<file path="src/rtl/msi_adapter_bridge.sv">
module msi_adapter_bridge #(
  parameter int N_SLOT   = 8,
  parameter int VEC_W    = 5,
  parameter int DATA_W   = 32,
  parameter int ADDR_W   = 32,
  parameter int OFF_W    = 16,
  parameter int QUAL_LSB = 8,
  localparam int FID_W   = DATA_W - VEC_W,
  localparam int ISC_W   = 5,
  localparam int IDX_W   = (N_SLOT > 1) ? $clog2(N_SLOT) : 1,
  localparam int POS_W   = OFF_W + 1
) (
  input  logic                      clk,
  input  logic                      rst_n,
  input  logic                      msi_wr_valid,
  input  logic [ADDR_W-1:0]         msi_wr_addr,
  input  logic [DATA_W-1:0]         msi_wr_data,
  output logic                      msi_ready,
  input  logic                      msi_rd_req,
  output logic                      msi_rd_valid,
  output logic [DATA_W-1:0]         msi_rd_data,
  input  logic [N_SLOT-1:0]         slot_en,
  input  logic [N_SLOT*FID_W-1:0]   slot_fid,
  input  logic [N_SLOT*ADDR_W-1:0]  slot_ind_base,
  input  logic [N_SLOT*OFF_W-1:0]   slot_ind_off,
  input  logic [N_SLOT*ADDR_W-1:0]  slot_sum_base,
  input  logic [N_SLOT*OFF_W-1:0]   slot_sum_off,
  input  logic [N_SLOT*ISC_W-1:0]   slot_isc,
  output logic                      mem_req,
  output logic                      mem_lock,
  output logic                      mem_we,
  output logic [ADDR_W-1:0]         mem_addr,
  output logic [7:0]                mem_wdata,
  input  logic                      mem_ack,
  input  logic [7:0]                mem_rdata,
  input  logic                      mem_err,
  output logic                      irq_valid,
  output logic [31:0]               irq_word,
  output logic                      evt_valid,
  output logic [3:0]                evt_code,
  output logic [FID_W-1:0]          evt_fid,
  output logic [ADDR_W-1:0]         evt_addr,
  output logic [31:0]               evt_qual
);
  localparam logic [3:0] EV_NO_TARGET = 4'd1;
  localparam logic [3:0] EV_IND_FAULT = 4'd2;

  typedef enum logic [2:0] {S_IDLE, S_IND_RD, S_IND_WR, S_SUM_RD, S_SUM_WR} st_t;
  st_t state;

  wire [FID_W-1:0] req_fid = msi_wr_data[DATA_W-1:VEC_W];
  wire [VEC_W-1:0] req_vec = msi_wr_data[VEC_W-1:0];
  wire             accept  = msi_wr_valid && (state == S_IDLE);

  logic             hit;
  logic [IDX_W-1:0] hit_idx;
  always_comb begin
    hit = 1'b0;
    hit_idx = '0;
    for (int i = N_SLOT - 1; i >= 0; i--) begin
      if (slot_en[i] && slot_fid[i*FID_W +: FID_W] == req_fid) begin
        hit = 1'b1;
        hit_idx = IDX_W'(i);
      end
    end
  end

  logic [VEC_W-1:0]  vec_q;
  logic [ADDR_W-1:0] ind_base_q, sum_base_q;
  logic [OFF_W-1:0]  ind_off_q, sum_off_q;
  logic [ISC_W-1:0]  isc_q;
  logic [7:0]        old_q;

  wire [POS_W-1:0]  ind_pos  = POS_W'(ind_off_q) + POS_W'(vec_q);
  wire [POS_W-1:0]  sum_pos  = POS_W'(sum_off_q);
  wire [ADDR_W-1:0] ind_addr = ind_base_q + ADDR_W'(ind_pos >> 3);
  wire [ADDR_W-1:0] sum_addr = sum_base_q + ADDR_W'(sum_pos >> 3);
  wire [7:0]        ind_mask = 8'h80 >> ind_pos[2:0];
  wire [7:0]        sum_mask = 8'h80 >> sum_pos[2:0];
  wire              on_ind   = (state == S_IND_RD) || (state == S_IND_WR);
  wire [7:0]        cur_mask = on_ind ? ind_mask : sum_mask;

  assign msi_ready = (state == S_IDLE);
  assign mem_req   = (state != S_IDLE);
  assign mem_lock  = mem_req;
  assign mem_we    = (state == S_IND_WR) || (state == S_SUM_WR);
  assign mem_addr  = on_ind ? ind_addr : sum_addr;
  assign mem_wdata = old_q | cur_mask;
  assign msi_rd_data = msi_rd_valid ? {DATA_W{1'b1}} : '0;

  wire done = mem_req && mem_ack;

  always_ff @(posedge clk) begin
    if (!rst_n) begin
      state        <= S_IDLE;
      vec_q        <= '0;
      ind_base_q   <= '0;
      sum_base_q   <= '0;
      ind_off_q    <= '0;
      sum_off_q    <= '0;
      isc_q        <= '0;
      old_q        <= '0;
      msi_rd_valid <= 1'b0;
      irq_valid    <= 1'b0;
      irq_word     <= '0;
      evt_valid    <= 1'b0;
      evt_code     <= '0;
      evt_fid      <= '0;
      evt_addr     <= '0;
      evt_qual     <= '0;
    end else begin
      msi_rd_valid <= msi_rd_req;
      irq_valid    <= 1'b0;
      evt_valid    <= 1'b0;
      unique case (state)
        S_IDLE: if (accept) begin
          if (hit) begin
            vec_q      <= req_vec;
            ind_base_q <= slot_ind_base[hit_idx*ADDR_W +: ADDR_W];
            ind_off_q  <= slot_ind_off[hit_idx*OFF_W +: OFF_W];
            sum_base_q <= slot_sum_base[hit_idx*ADDR_W +: ADDR_W];
            sum_off_q  <= slot_sum_off[hit_idx*OFF_W +: OFF_W];
            isc_q      <= slot_isc[hit_idx*ISC_W +: ISC_W];
            state      <= S_IND_RD;
          end else begin
            evt_valid <= 1'b1;
            evt_code  <= EV_NO_TARGET;
            evt_fid   <= req_fid;
            evt_addr  <= msi_wr_addr;
            evt_qual  <= 32'(req_vec) << QUAL_LSB;
          end
        end
        S_IND_RD, S_SUM_RD: if (done) begin
          old_q <= mem_rdata;
          if (mem_err) begin
            evt_valid <= 1'b1;
            evt_code  <= EV_IND_FAULT;
            evt_fid   <= '0;
            evt_addr  <= '0;
            evt_qual  <= '0;
            state     <= (state == S_IND_RD) ? S_SUM_RD : S_IDLE;
          end else begin
            state <= (state == S_IND_RD) ? S_IND_WR : S_SUM_WR;
          end
        end
        S_IND_WR, S_SUM_WR: if (done) begin
          if (mem_err) begin
            evt_valid <= 1'b1;
            evt_code  <= EV_IND_FAULT;
            evt_fid   <= '0;
            evt_addr  <= '0;
            evt_qual  <= '0;
          end else if (state == S_SUM_WR && old_q == 8'h00) begin
            irq_valid <= 1'b1;
            irq_word  <= {isc_q, 26'd0, 1'b1};
          end
          state <= (state == S_IND_WR) ? S_SUM_RD : S_IDLE;
        end
        default: state <= S_IDLE;
      endcase
    end
  end
endmodule

</file>
<file path="config.mk">
export PLATFORM = sky130hd
export DESIGN_NAME = msi_adapter_bridge
export DESIGN_NICKNAME = d
export VERILOG_FILES = /design/src/rtl/msi_adapter_bridge.sv
export SDC_FILE = /design/constraint.sdc
export NUM_CORES = 1
export LEC_CHECK = 0
export ABC_AREA = 1
export ABC_CLOCK_PERIOD_IN_PS = 4950
export BUFFER_PORTS_ARGS = -buffer_cell sky130_fd_sc_hd__buf_2
export CELL_PAD_IN_SITES_DETAIL_PLACEMENT = 1
export CELL_PAD_IN_SITES_GLOBAL_PLACEMENT = 1
export CORE_AREA = 3 3 516 518
export DETAILED_ROUTE_END_ITERATION = 8
export DIE_AREA = 0 0 519 521
export GPL_TIMING_DRIVEN = 1
export PLACE_DENSITY = 0.37
export SETUP_SLACK_MARGIN = 0.3
export SLEW_MARGIN = 25
export SYNTH_ARGS = -nofsm -noshare
export SYNTH_HDL_FRONTEND = slang
export SYNTH_SLANG_ARGS = --single-unit
</file>
<file path="constraint.sdc">
create_clock -name clk -period 4.95 [get_ports clk]
set_clock_uncertainty 0.15 [all_clocks]
set_input_delay 0.7425 -clock clk [delete_from_list [all_inputs] [get_ports clk]]
set_output_delay 0.7425 -clock clk [all_outputs]
set_load 0.03 [all_outputs]
</file>
== Word-level counts from Yosys, hierarchy flattened ==
Index checks and enable logic that the tools add are counted.
Operators by class
  shift operators: 7
  mux-type cells: 52
  add/sub/neg operators: 3
  bitwise operators: 5
  eq/ne operators: 19
  multiply operators: 1
  reductions and logical operators: 26
Operator list (number)
  $shiftx 256x9->32: 2
  $mux 32: 8
  $shiftx 128x8->16: 2
  $eq 27x27->1: 8
  $pmux 32 s2: 2
  $mux 27: 4
  $pmux 27 s2: 1
  $mux 3: 14
  $shiftx 40x7->5: 1
  $add 32x13->32: 1
  $add 32x14->32: 1
  $add 16x5->17: 1
  $mux 4: 4
  $shr 8x3->8 const A: 2
  $mux 1: 13
  $logic_and 1x1->1: 11
  $pmux 3 s3: 1
  $logic_not 8->1: 1
  $mux 8: 1
  $ne 2x1->1 const B: 4
  $or 8x8->8: 1
  $pmux 4 s2: 1
  $reduce_and 4->1: 2
  $reduce_or 4->1: 2
  16 further kinds: 25
Word-level totals
  output and inout port bits: 206
  register bits: 221

== Longest topological paths before layout ==
Gate-level depths: netlist of the first run.
  depth in word-level cells: 13
  gate-level depth with buffers: 26
  gate-level depth less buffers: 26

== Worst setup path before layout of the first run ==
Ideal clock, no wire load.
  path kind: flip-flop to output port
  start: register vec_q[0]
  end: output port mem_addr[29]
  data arrival time: 4.198 ns
  slack: -0.141 ns
  cell stages (with the launch flop): 26
  path buffers: 0
  cell sequence: dfxtp_1 ha_1 inv_1 fa_1 o31ai_1 a21oi_1 nor3b_1 nand2_1 nor2_1 inv_1 nor2_1 nand2_1 xor2_1 inv_1 ha_1 nand2_1 inv_1 nand2_1 o221ai_1 a21oi_1 inv_1 a21oi_1 nor2_1 nand2_1 xor2_1 o21ai_0
Between the ends
  cells in the longest elaborated chain, start to end: 3
RTL lines
  start: declaration: line 68  | logic [VEC_W-1:0] vec_q;
  start signal: assignment: line 118  | vec_q <= req_vec;
  $add 16x5->17: line 74  | wire [POS_W-1:0] ind_pos = POS_W'(ind_off_q) + POS_W'(vec_q);
  $add 32x14->32: line 76  | wire [ADDR_W-1:0] ind_addr = ind_base_q + ADDR_W'(ind_pos >> 3);
  $mux 32: line 87  | assign mem_addr = on_ind ? ind_addr : sum_addr;
  end: declaration: line 32  | output logic [ADDR_W-1:0] mem_addr,
No other way between the ends.

== Worst setup path after layout of the first run ==
  start: register vec_q[0]
  end: output port mem_addr[21]
The elaborated chain is that of the path after synthesis.

==> impl_metrics.csv, run 1 <==
group,metric,value,unit
status,status,"complete, but fails checks",
status,violations,"setup timing",
worst_setup_path,startpoint_type,"register",
cts,ctsHoldBuffers,0,
layout,final_cell_count_no_fill,9616,
floorplanning,die_area,270000,µm²
layout,fill_cells,33000,
timing,slew_headroom,31.5,%
power,power_density,175,nW/µm²
synth,synthesis.area,25500,µm²
worst_setup_path,timing.critical_path.mode_cell,"inv_2",
cts,cts.htree.levels,4,
drt,via_per_inst,3.85,
drt,drc,0,
drt,routed_wl,239000,µm
floorplanning,die_x,519,µm
layout,register_area,3850,µm²
layout,postLayoutCoreUtil,15.1,%
layout,multi_input_area,17800,µm²
cts,clk_pin_slew,90,ps
drt,drt-pass1-iter-count,6,
place,gp_congestion,0.907,
cts,clock_sinks,192,
timing,hold_viol_final,0,
worst_setup_path,r2r_start,"state[0]",
worst_setup_path,crit_arrival,4490,ps
global_routing,grt_pass1_wl,322000,µm
global_routing,grt_pass1_vias,39100,
synth,synthAdderAreaFrac,1.80,%
cts,clockBufferDepth,2,
timing,worst_slack,-435,ps
floorplanning,core_area,262000,µm²
cts,cts_tree,"built",
synth,synthXorXnorAreaFrac,2.57,%
worst_setup_path,cp_top_family,"compound AO/OA/AOI/OAI gates",
timing,worst_slew_pin_slew,1020,ps
worst_setup_path,slowest_stage,"fa_2",
min_path,min_path_type,"in2reg",
floorplanning,row_count,188,
layout,drive_gt1_share,30.8,%
cts,cts-root-buf,"clkbuf_16",
synth,synth.area.mux_share,0.0392,%
drt,ant_nets,0,
drt,vias,37000,
floorplanning,die_h,521,µm
timing,max_freq,186,MHz
worst_setup_path,worstSetupPathType,"reg2out",
global_routing,antenna_found_initial,113,
global_routing,track_usage,16.9,%
power,peakVddDrop,0.000295,V
synth,synth_edf_count,0,
synth,yosys.area_share.simple,50.9,%
min_path,hold-path-endpoint,"msi_rd_valid",
cts,clk_latency,530,ps
power,p_leak,20.8,nW
worst_setup_path,cpPeakStageDelay,370,ps
layout,nets,7194,
floorplanning,start_util,9.75,%
worst_setup_path,r2r_end,"sum_off_q[4]",
synth,ys_ff_latch,192,
synth,netlist_instances,4775,
timing,drv_slew,0,
global_routing,grt_max_degree,86,
worst_setup_path,rr_worst_depth,8,
timing,setup_viol,22,
place,placed_cells,9510,
synth,async_reset_ff_share,0,%
worst_setup_path,cp.required,4060,ps
drt,post_drt_wl_per_cell,24.9,µm
timing,period_minus_slack,5390,ps
worst_setup_path,crit_buf_inv,8,
worst_setup_path,cp-end-kind,"primary output",
timing,rsz0062_at_grt,"true",
cts,cts_made_buffers,17,
flow_run,drv_cap,0,
floorplanning,io_pins,1316,
synth,synth_top_family_by_area,"simple AND/OR/NAND/NOR gates",
synth,synth_ff_type,"dfxtp_1",
synth,syn_area_per_cell,5.35,µm²
layout,syn_to_final_growth,55.3,%
synth,synth-compound-area-share,9.79,%
min_path,hp-start,"msi_rd_req",
min_path,holdPathStages,3,
place,dpl.hpwl,208000,µm
place,io_buffers,1260,
worst_setup_path,cp_max_fo,4,
power,finalPower,0.00693,W
synth,yosysWarningCount,0,
timing,finalCritPeriodShare,109,%
synth,yosysSeqAreaShare,15.0,%
worst_setup_path,r2r_slack,2530,ps
global_routing,overflow,0,
synth,synth_cell_types,49,
drt,drtIter0Drc,1652,
==> cell families (layout without fill, tap and decap cells) <==
logic type               Yosys count  in the layout
buffers and inverters           1117           2350
other                              1             94
XOR/XNOR                          75             75
adder cells (fa/ha/maj)           35             35
AO/OA/AOI/OAI                    483            483
flip-flops                       192            192
AND/OR/NAND/NOR                 2871           2871
multiplexers                       1              1
==> through the flow <==
stage          cell area, µm²  TNS [ps]  setup WS [ps]  hold slack [ps]
2_1_floorplan           25800         0            320              288
3_3_place_gp            37700     -5470           -415              285
4_1_cts                 39000     -8150           -501              237
6_report                39700     -6470           -435              290
5_1_grt                 39600    -12750           -718              286
3_5_place_dp            37700     -5120           -442              296
==> power breakdown <==
group          total, W  switching, W  internal [W]
logic           0.00364       0.00249       0.00115
clock network   0.00154      0.000796      0.000742
registers       0.00175     0.0000696       0.00168
total           0.00693       0.00335       0.00357
==> per-layer routing <==
metal	track usage, %	part of all wire [%]
met1	20.8	43
met2	29.7	48
met3	3.59	5.6
met4	4.61	2.8
met5	0	0.19
==> final cells by class <==
type,instances,area share (%)
inverters,717,6.81
well taps,3515,11.1
repair buffers,1601,25.9
clock inverters,12,0.356
multi-input cells,3520,44.7
flip-flops and latches,192,9.71
clock buffers,20,1.15
diodes,39,0.246
==> registers in the layout, summed over array words and instances, names as in the netlist <==
name,cells
sum_off_q,16
evt_valid,1
ind_base_q,32
evt_qual,5
vec_q,5
old_q,8
evt_fid,27
sum_base_q,32
isc_q,5
irq_word,6
irq_valid,1
state,3
msi_rd_valid,1
evt_code,2
evt_addr,32
ind_off_q,16
==> tightest hold or removal path: cells and delay by family <==
family                 cells  cell delay (ps)
AND/OR/NAND/NOR            1               50
buffers and inverters      2              150
==> placed cells by master, fill, tap and decap left out, types with 8 or more instances in the layout <==
cell type and count:
nand2_2 22, buf_6 45, nand3_1 847, nor2_4 11, xor2_1 30, ha_4 12, conb_1 55, a21oi_4 12
dfxtp_1 186, a21oi_1 214, a21oi_2 14, o21ai_1 27, o21ai_0 162, buf_12 92, nor3_1 41, o21ai_2 14
buf_4 232, inv_6 8, clkbuf_16 18, nand2_1 1375, or2_2 49, nand4_1 158, nand3b_1 98, nor4_1 10
or2_1 26, inv_1 680, buf_2 1231, xnor2_1 38, nor2_1 183, ha_1 20, diode_2 39, inv_2 33
==> cells in the mapped netlist, drive strengths merged, types with 6 or more instances <==
| master | n | share of area (%) |
|---|---|---|
| a21oi | 240 | 4.7 |
| a31oi | 6 | 0.15 |
| and2 | 6 | 0.15 |
| buf | 303 | 7.9 |
| clkbuf | 97 | 1.4 |
| dfxtp | 192 | 15 |
| ha | 32 | 1.6 |
| inv | 716 | 11 |
| nand2 | 1408 | 21 |
| nand3 | 853 | 17 |
| nand3b | 98 | 2.9 |
| nand4 | 158 | 3.9 |
| nor2 | 202 | 3.0 |
| nor3 | 46 | 0.90 |
| nor3b | 7 | 0.23 |
| nor4 | 13 | 0.37 |
| o21ai | 206 | 4.0 |
| o22ai | 9 | 0.22 |
| or2 | 76 | 1.9 |
| xnor2 | 39 | 1.3 |
| xor2 | 36 | 1.2 |
==> worst max-delay path by stage <==
stage          slack, ps    startpoint  cells past startpoint            to
2_1_floorplan        320      vec_q[0]                     26  mem_addr[31]
3_3_place_gp        -410  ind_off_q[0]                     26  mem_addr[25]
3_5_place_dp        -440      vec_q[0]                     26  mem_addr[30]
4_1_cts             -500  ind_off_q[2]                     27  mem_addr[25]
5_1_grt             -720      vec_q[0]                     25  mem_addr[30]
6_report            -440      vec_q[0]                     27  mem_addr[21]
==> timing repair <==
action	in CTS	in global routing
resized for setup	152	102
pin swaps	41	37
endpoints found under the setup margin	27	29
setup buffers	20	15
Power figures use the tool's default switching activity.
==> inputs of run 2 (changes only) <==
Settings changed: PLACE_DENSITY 0.37 to default, PLACE_DENSITY_LB_ADDON from default to 0.08.
==> run 2 against run 1 <==
  * The flow still finishes with violations (setup timing)
  * First-iteration DRC count grew 6.8%
  * Fmax decreased by 1.8%
  * Critical path type unchanged
  * Utilization fell by 0.075 points
  * Count of clock-buffer cells in the layout down 2
  * Worst setup slack lost 98 ps
  * Highest routed layer unchanged
==> impl_metrics.csv, run 2 (same netlist as run 1, synthesis figures left out) <==
group,metric,value,unit
drt,via_per_inst,3.82,
power,power_density,185,nW/µm²
layout,nets,7190,
worst_setup_path,slowest_stage,"dfxtp_2",
drt,vias,36900,
floorplanning,core_area,262000,µm²
place,io_buffers,1260,
cts,clockBufferDepth,2,
timing,worst_slew_pin_slew,1160,ps
global_routing,grt_pass1_vias,38700,
timing,worst_slack,-533,ps
drt,drt-pass1-iter-count,5,
drt,drc,0,
worst_setup_path,cp.required,4060,ps
flow_run,drv_cap,0,
status,status,"complete, but fails checks",
cts,cts_tree,"built",
timing,drv_slew,0,
cts,cts.htree.levels,4,
floorplanning,die_x,519,µm
cts,clk_latency,560,ps
worst_setup_path,cpPeakStageDelay,360,ps
floorplanning,start_util,9.75,%
place,dpl-instance-area,37400,µm²
timing,finalCritPeriodShare,111,%
cts,cts_made_buffers,17,
place,pre_cts_ws,-561,ps
global_routing,track_usage,18.1,%
timing,hold_viol_final,0,
layout,mostFrequentLayoutCells,"nand2_1 (1375), buf_2 (1229), nand3_1 (849), inv_1 (680), buf_4 (261)",
timing,slew_headroom,21.8,%
power,finalPower,0.00731,W
worst_setup_path,cp_max_fo,3,
power,peakVddDrop,0.000203,V
drt,routed_wl,255000,µm
place,dpl.hpwl,218000,µm
drt,ant_nets,0,
timing,max_freq,182,MHz
worst_setup_path,crit_arrival,4590,ps
timing,hold-worst-slack,211,ps
status,violations,"setup timing",
global_routing,grt_pass1_wl,339000,µm
floorplanning,io_pins,1316,
layout,syn_to_final_growth,54.6,%
floorplanning,row_count,188,
timing,period_minus_slack,5480,ps
cts,clock_sinks,192,
drt,drtIter0Drc,1765,
place,gp_congestion,0.852,
power,p_leak,20.7,nW
drt,post_drt_wl_per_cell,26.4,µm
worst_setup_path,startpoint_type,"register",
timing,setup_viol,25,
layout,drive_gt1_share,30.7,%
timing,tns,-8970,ps
min_path,min_path_type,"in2reg",
layout,final_common_cell,"nand2_1",
layout,final_area,39500,µm²
global_routing,grt_max_degree,115,
global_routing,overflow,0,
layout,fill_cells,32900,
floorplanning,die_area,270000,µm²
worst_setup_path,cp-end-kind,"primary output",
global_routing,antenna_found_initial,236,
cts,clk_pin_slew,110,ps
worst_setup_path,worstSetupPathType,"reg2out",
layout,top_regs,"evt_addr x32, ind_base_q x32, sum_base_q x32",
timing,rsz0062_at_grt,"true",
cts,cts-root-buf,"clkbuf_16",
floorplanning,die_h,521,µm
==> run 2: worst paths after layout <==
check	from	endpoint	slack (ps)	cells after the start
worst max register to register	state[0]	ind_off_q[9]	2330	8
worst min-delay path	msi_rd_req	msi_rd_valid	210	3
worst min register to register	evt_code[1]	evt_code[1]	310	2
worst max-delay path	ind_off_q[0]	mem_addr[26]	-530	27
==> run 2: repair_timing <==
action                     4_1_cts  5_1_grt
buffers inserted                40       10
hold buffers                     0        0
resized for setup              172       54
setup endpoints to repair       29       30
pin swaps                       57       44
==> run 2: layout make-up <==
class | count | area, µm² | area share, %
clock buffer | 18 | 439 | 1.11
antenna | 80 | 200 | 0.507
inverter | 717 | 2700 | 6.84
multi-input combinational | 3520 | 17700 | 44.9
tap | 3515 | 4400 | 11.1
sequential | 192 | 3850 | 9.75
clock inverter | 14 | 211 | 0.536
timing repair buffer | 1597 | 9970 | 25.3
==> run 2: worst max-delay path, delay by kind of cell (launching register included) <==
family	cells	cell delay [ps]
adder cells (fa/ha/maj)	3	770
buffers and inverters	7	740
AO/OA/AOI/OAI	6	1120
AND/OR/NAND/NOR	10	910
XOR/XNOR	1	130
flip-flops	1	360
==> run 2: power by group <==
part           switching [W]  internal, W  total [W]
registers          0.0000745      0.00168    0.00176
logic                0.00262      0.00122    0.00384
clock network       0.000878     0.000839    0.00172
==> run 2: per-layer routing <==
| layer | vias up | wire, µm | global-route usage, % |
|---|---|---|---|
| met5 | - | 807 | 0 |
| met1 | 17300 | 108000 | 21.8 |
| met3 | 357 | 13900 | 4.21 |
| met4 | 134 | 4190 | 3.20 |
| li1 | 17800 | - | - |
| met2 | 1219 | 128000 | 32.8 |
==> run 2: metrics by stage <==
stage | cells | util, %
2_1_floorplan | 4829 | -
3_3_place_gp | 9491 | 14.3
3_5_place_dp | 9491 | 14.3
4_1_cts | 9563 | 14.9
5_1_grt | 9610 | 15.0
6_report | 9653 | 15.1
==> inputs of run 3 (changes only) <==
Settings changed: ABC_CLOCK_PERIOD_IN_PS 4950 to 4900, CORE_AREA 3 3 516 518 to 3 3 513 515, DIE_AREA 0 0 519 521 to 0 0 516 518.
Clock period 4.95 ns to 4.9 ns, I/O delays scaled along.
==> run 3 against run 2 <==
  * The run still ends with setup timing left
  * Worst setup slack worse by 160 ps
  * Sequential share of layout area is essentially flat
  * Utilization grew 0.094 points
  * Sequential power about the same
  * Design area shrank 0.45%
  * Final cell count is 1.2% lower
  * Register-to-register slack got worse by 60 ps
  * Critical path type unchanged
  * Critical endpoint is now mem_addr[17]
==> impl_metrics.csv, run 3 (same netlist as run 1, synthesis figures left out) <==
group,metric,value,unit
status,status,"complete, but fails checks",
status,violations,"setup timing",
layout,multi_input_area,17800,µm²
layout,syn_to_final_growth,53.9,%
layout,drive_gt1_share,30.7,%
global_routing,antenna_found_initial,234,
cts,cts_tree,"built",
worst_setup_path,worstSetupPathType,"reg2out",
cts,cts-root-buf,"clkbuf_16",
layout,mostFrequentLayoutCells,"nand2_1 (1372), buf_2 (1230), nand3_1 (849), inv_1 (677), buf_4 (221)",
power,power_density,184,nW/µm²
timing,worst_slack,-689,ps
min_path,min_path_type,"in2reg",
drt,ant_nets,0,
global_routing,grt_pass1_wl,336000,µm
drt,via_per_inst,3.86,
layout,nets,7170,
worst_setup_path,cp-end-kind,"primary output",
floorplanning,core_area,259000,µm²
worst_setup_path,cp.required,4010,ps
worst_setup_path,cp_max_fo,3,
place,dpl.hpwl,214000,µm
floorplanning,io_pins,1316,
cts,ctsHoldBuffers,0,
timing,drv_slew,0,
worst_setup_path,crit_arrival,4700,ps
global_routing,track_usage,18.2,%
worst_setup_path,crit_buf_inv,10,
timing,tns,-12140,ps
drt,drt-pass1-iter-count,5,
timing,slew_headroom,33.0,%
cts,clk_latency,570,ps
worst_setup_path,timing.critical_path.mode_cell,"buf_6",
timing,period_minus_slack,5590,ps
cts,clockBufferDepth,2,
layout,postLayoutCoreUtil,15.2,%
floorplanning,die_h,518,µm
drt,drtIter0Drc,1629,
power,peakVddDrop,0.000317,V
place,gp_congestion,0.874,
worst_setup_path,startpoint_type,"register",
global_routing,grt_pass1_vias,39000,
timing,max_freq,179,MHz
layout,top_regs,"evt_addr x32, ind_base_q x32, sum_base_q x32",
drt,drc,0,
floorplanning,die_area,267000,µm²
floorplanning,die_x,516,µm
layout,final_common_cell,"nand2_1",
place,pre_cts_ws,-551,ps
flow_run,drv_cap,0,
floorplanning,row_count,187,
worst_setup_path,slowest_stage,"fa_2",
cts,cts_made_buffers,17,
drt,routed_wl,252000,µm
cts,clock_sinks,192,
drt,vias,36800,
worst_setup_path,cp_top_family,"compound AO/OA/AOI/OAI gates",
timing,worst_slew_pin_slew,1000,ps
drt,post_drt_wl_per_cell,26.4,µm
worst_setup_path,r2r_slack,2270,ps
power,p_leak,20.6,nW
place,io_buffers,1260,
layout,fill_cells,32400,
layout,register_area,3850,µm²
cts,cts.htree.levels,4,
worst_setup_path,cpPeakStageDelay,370,ps
timing,hold_viol_final,0,
timing,rsz0062_at_grt,"true",
floorplanning,start_util,9.85,%
global_routing,grt_max_degree,71,
cts,clk_pin_slew,80,ps
timing,setup_viol,25,
timing,finalCritPeriodShare,114,%
global_routing,overflow,0,
[run 3: cell count changes in the layout (fill, tap and decap cells not counted), sizes merged]
cell,delta
bufinv,-2
diode,+16
inv,+1
buf,-19
clkinv,+1
clkbuf,-2
[run 3: layout make-up]
cell class	count	area share, %
inverters	717	6.88
diodes	96	0.611
well taps	3402	10.8
flip-flops and latches	192	9.80
multi-input cells	3520	45.2
repair buffers	1577	25.1
clock buffers	17	1.08
clock inverters	14	0.414
[run 3: repair_timing]
action | in CTS | in global routing
gates resized for setup | 195 | 73
setup endpoints to repair | 29 | 29
pin swaps | 46 | 41
hold endpoints to repair | 0 | 0
buffers inserted | 30 | 14
[run 3: path summary, 6_finish.rpt]
| kind | start | endpoint | cells after the start |
|---|---|---|---|
| setup / recovery | vec_q[0] | mem_addr[17] | 27 |
| hold / removal | msi_rd_req | msi_rd_valid | 3 |
| setup reg to reg | state[1] | irq_word[29] | 11 |
| hold reg to reg | evt_code[1] | evt_code[1] | 2 |
[run 3: metrics by stage]
stage / std cells / power [W] / cell area, µm² / hold WS, ps
final: 9535 / 0.00723 / 39300 / 246
after global routing: 9478 / 0.00774 / 39200 / 205
after CTS: 9425 / 0.00745 / 38600 / 173
after detailed placement: 9364 / 0.00561 / 37100 / 301
after global placement: 9364 / 0.00562 / 37100 / 292
after floorplan: 4829 / 0.00373 / 25800 / 288
[run 3: layer usage]
| metal | wire length (µm) | share of wire (%) | GRT usage (%) |
|---|---|---|---|
| met3 | 15500 | 6.1 | 4.68 |
| met4 | 6420 | 2.5 | 4.66 |
| met1 | 106000 | 42 | 21.7 |
| met2 | 124000 | 49 | 32.0 |
| met5 | 800 | 0.32 | 0 |
[run 3: report_power, final]
part,internal (W),switching (W)
clock network,0.000731,0.000930
logic,0.00120,0.00260
registers,0.00170,0.0000715
[run 3: worst register-to-register path: cells and delay by family (launching register included)]
family                 cells  cell delay, ps
AND/OR/NAND/NOR            7             990
flip-flops                 1             370
buffers and inverters      4            1040
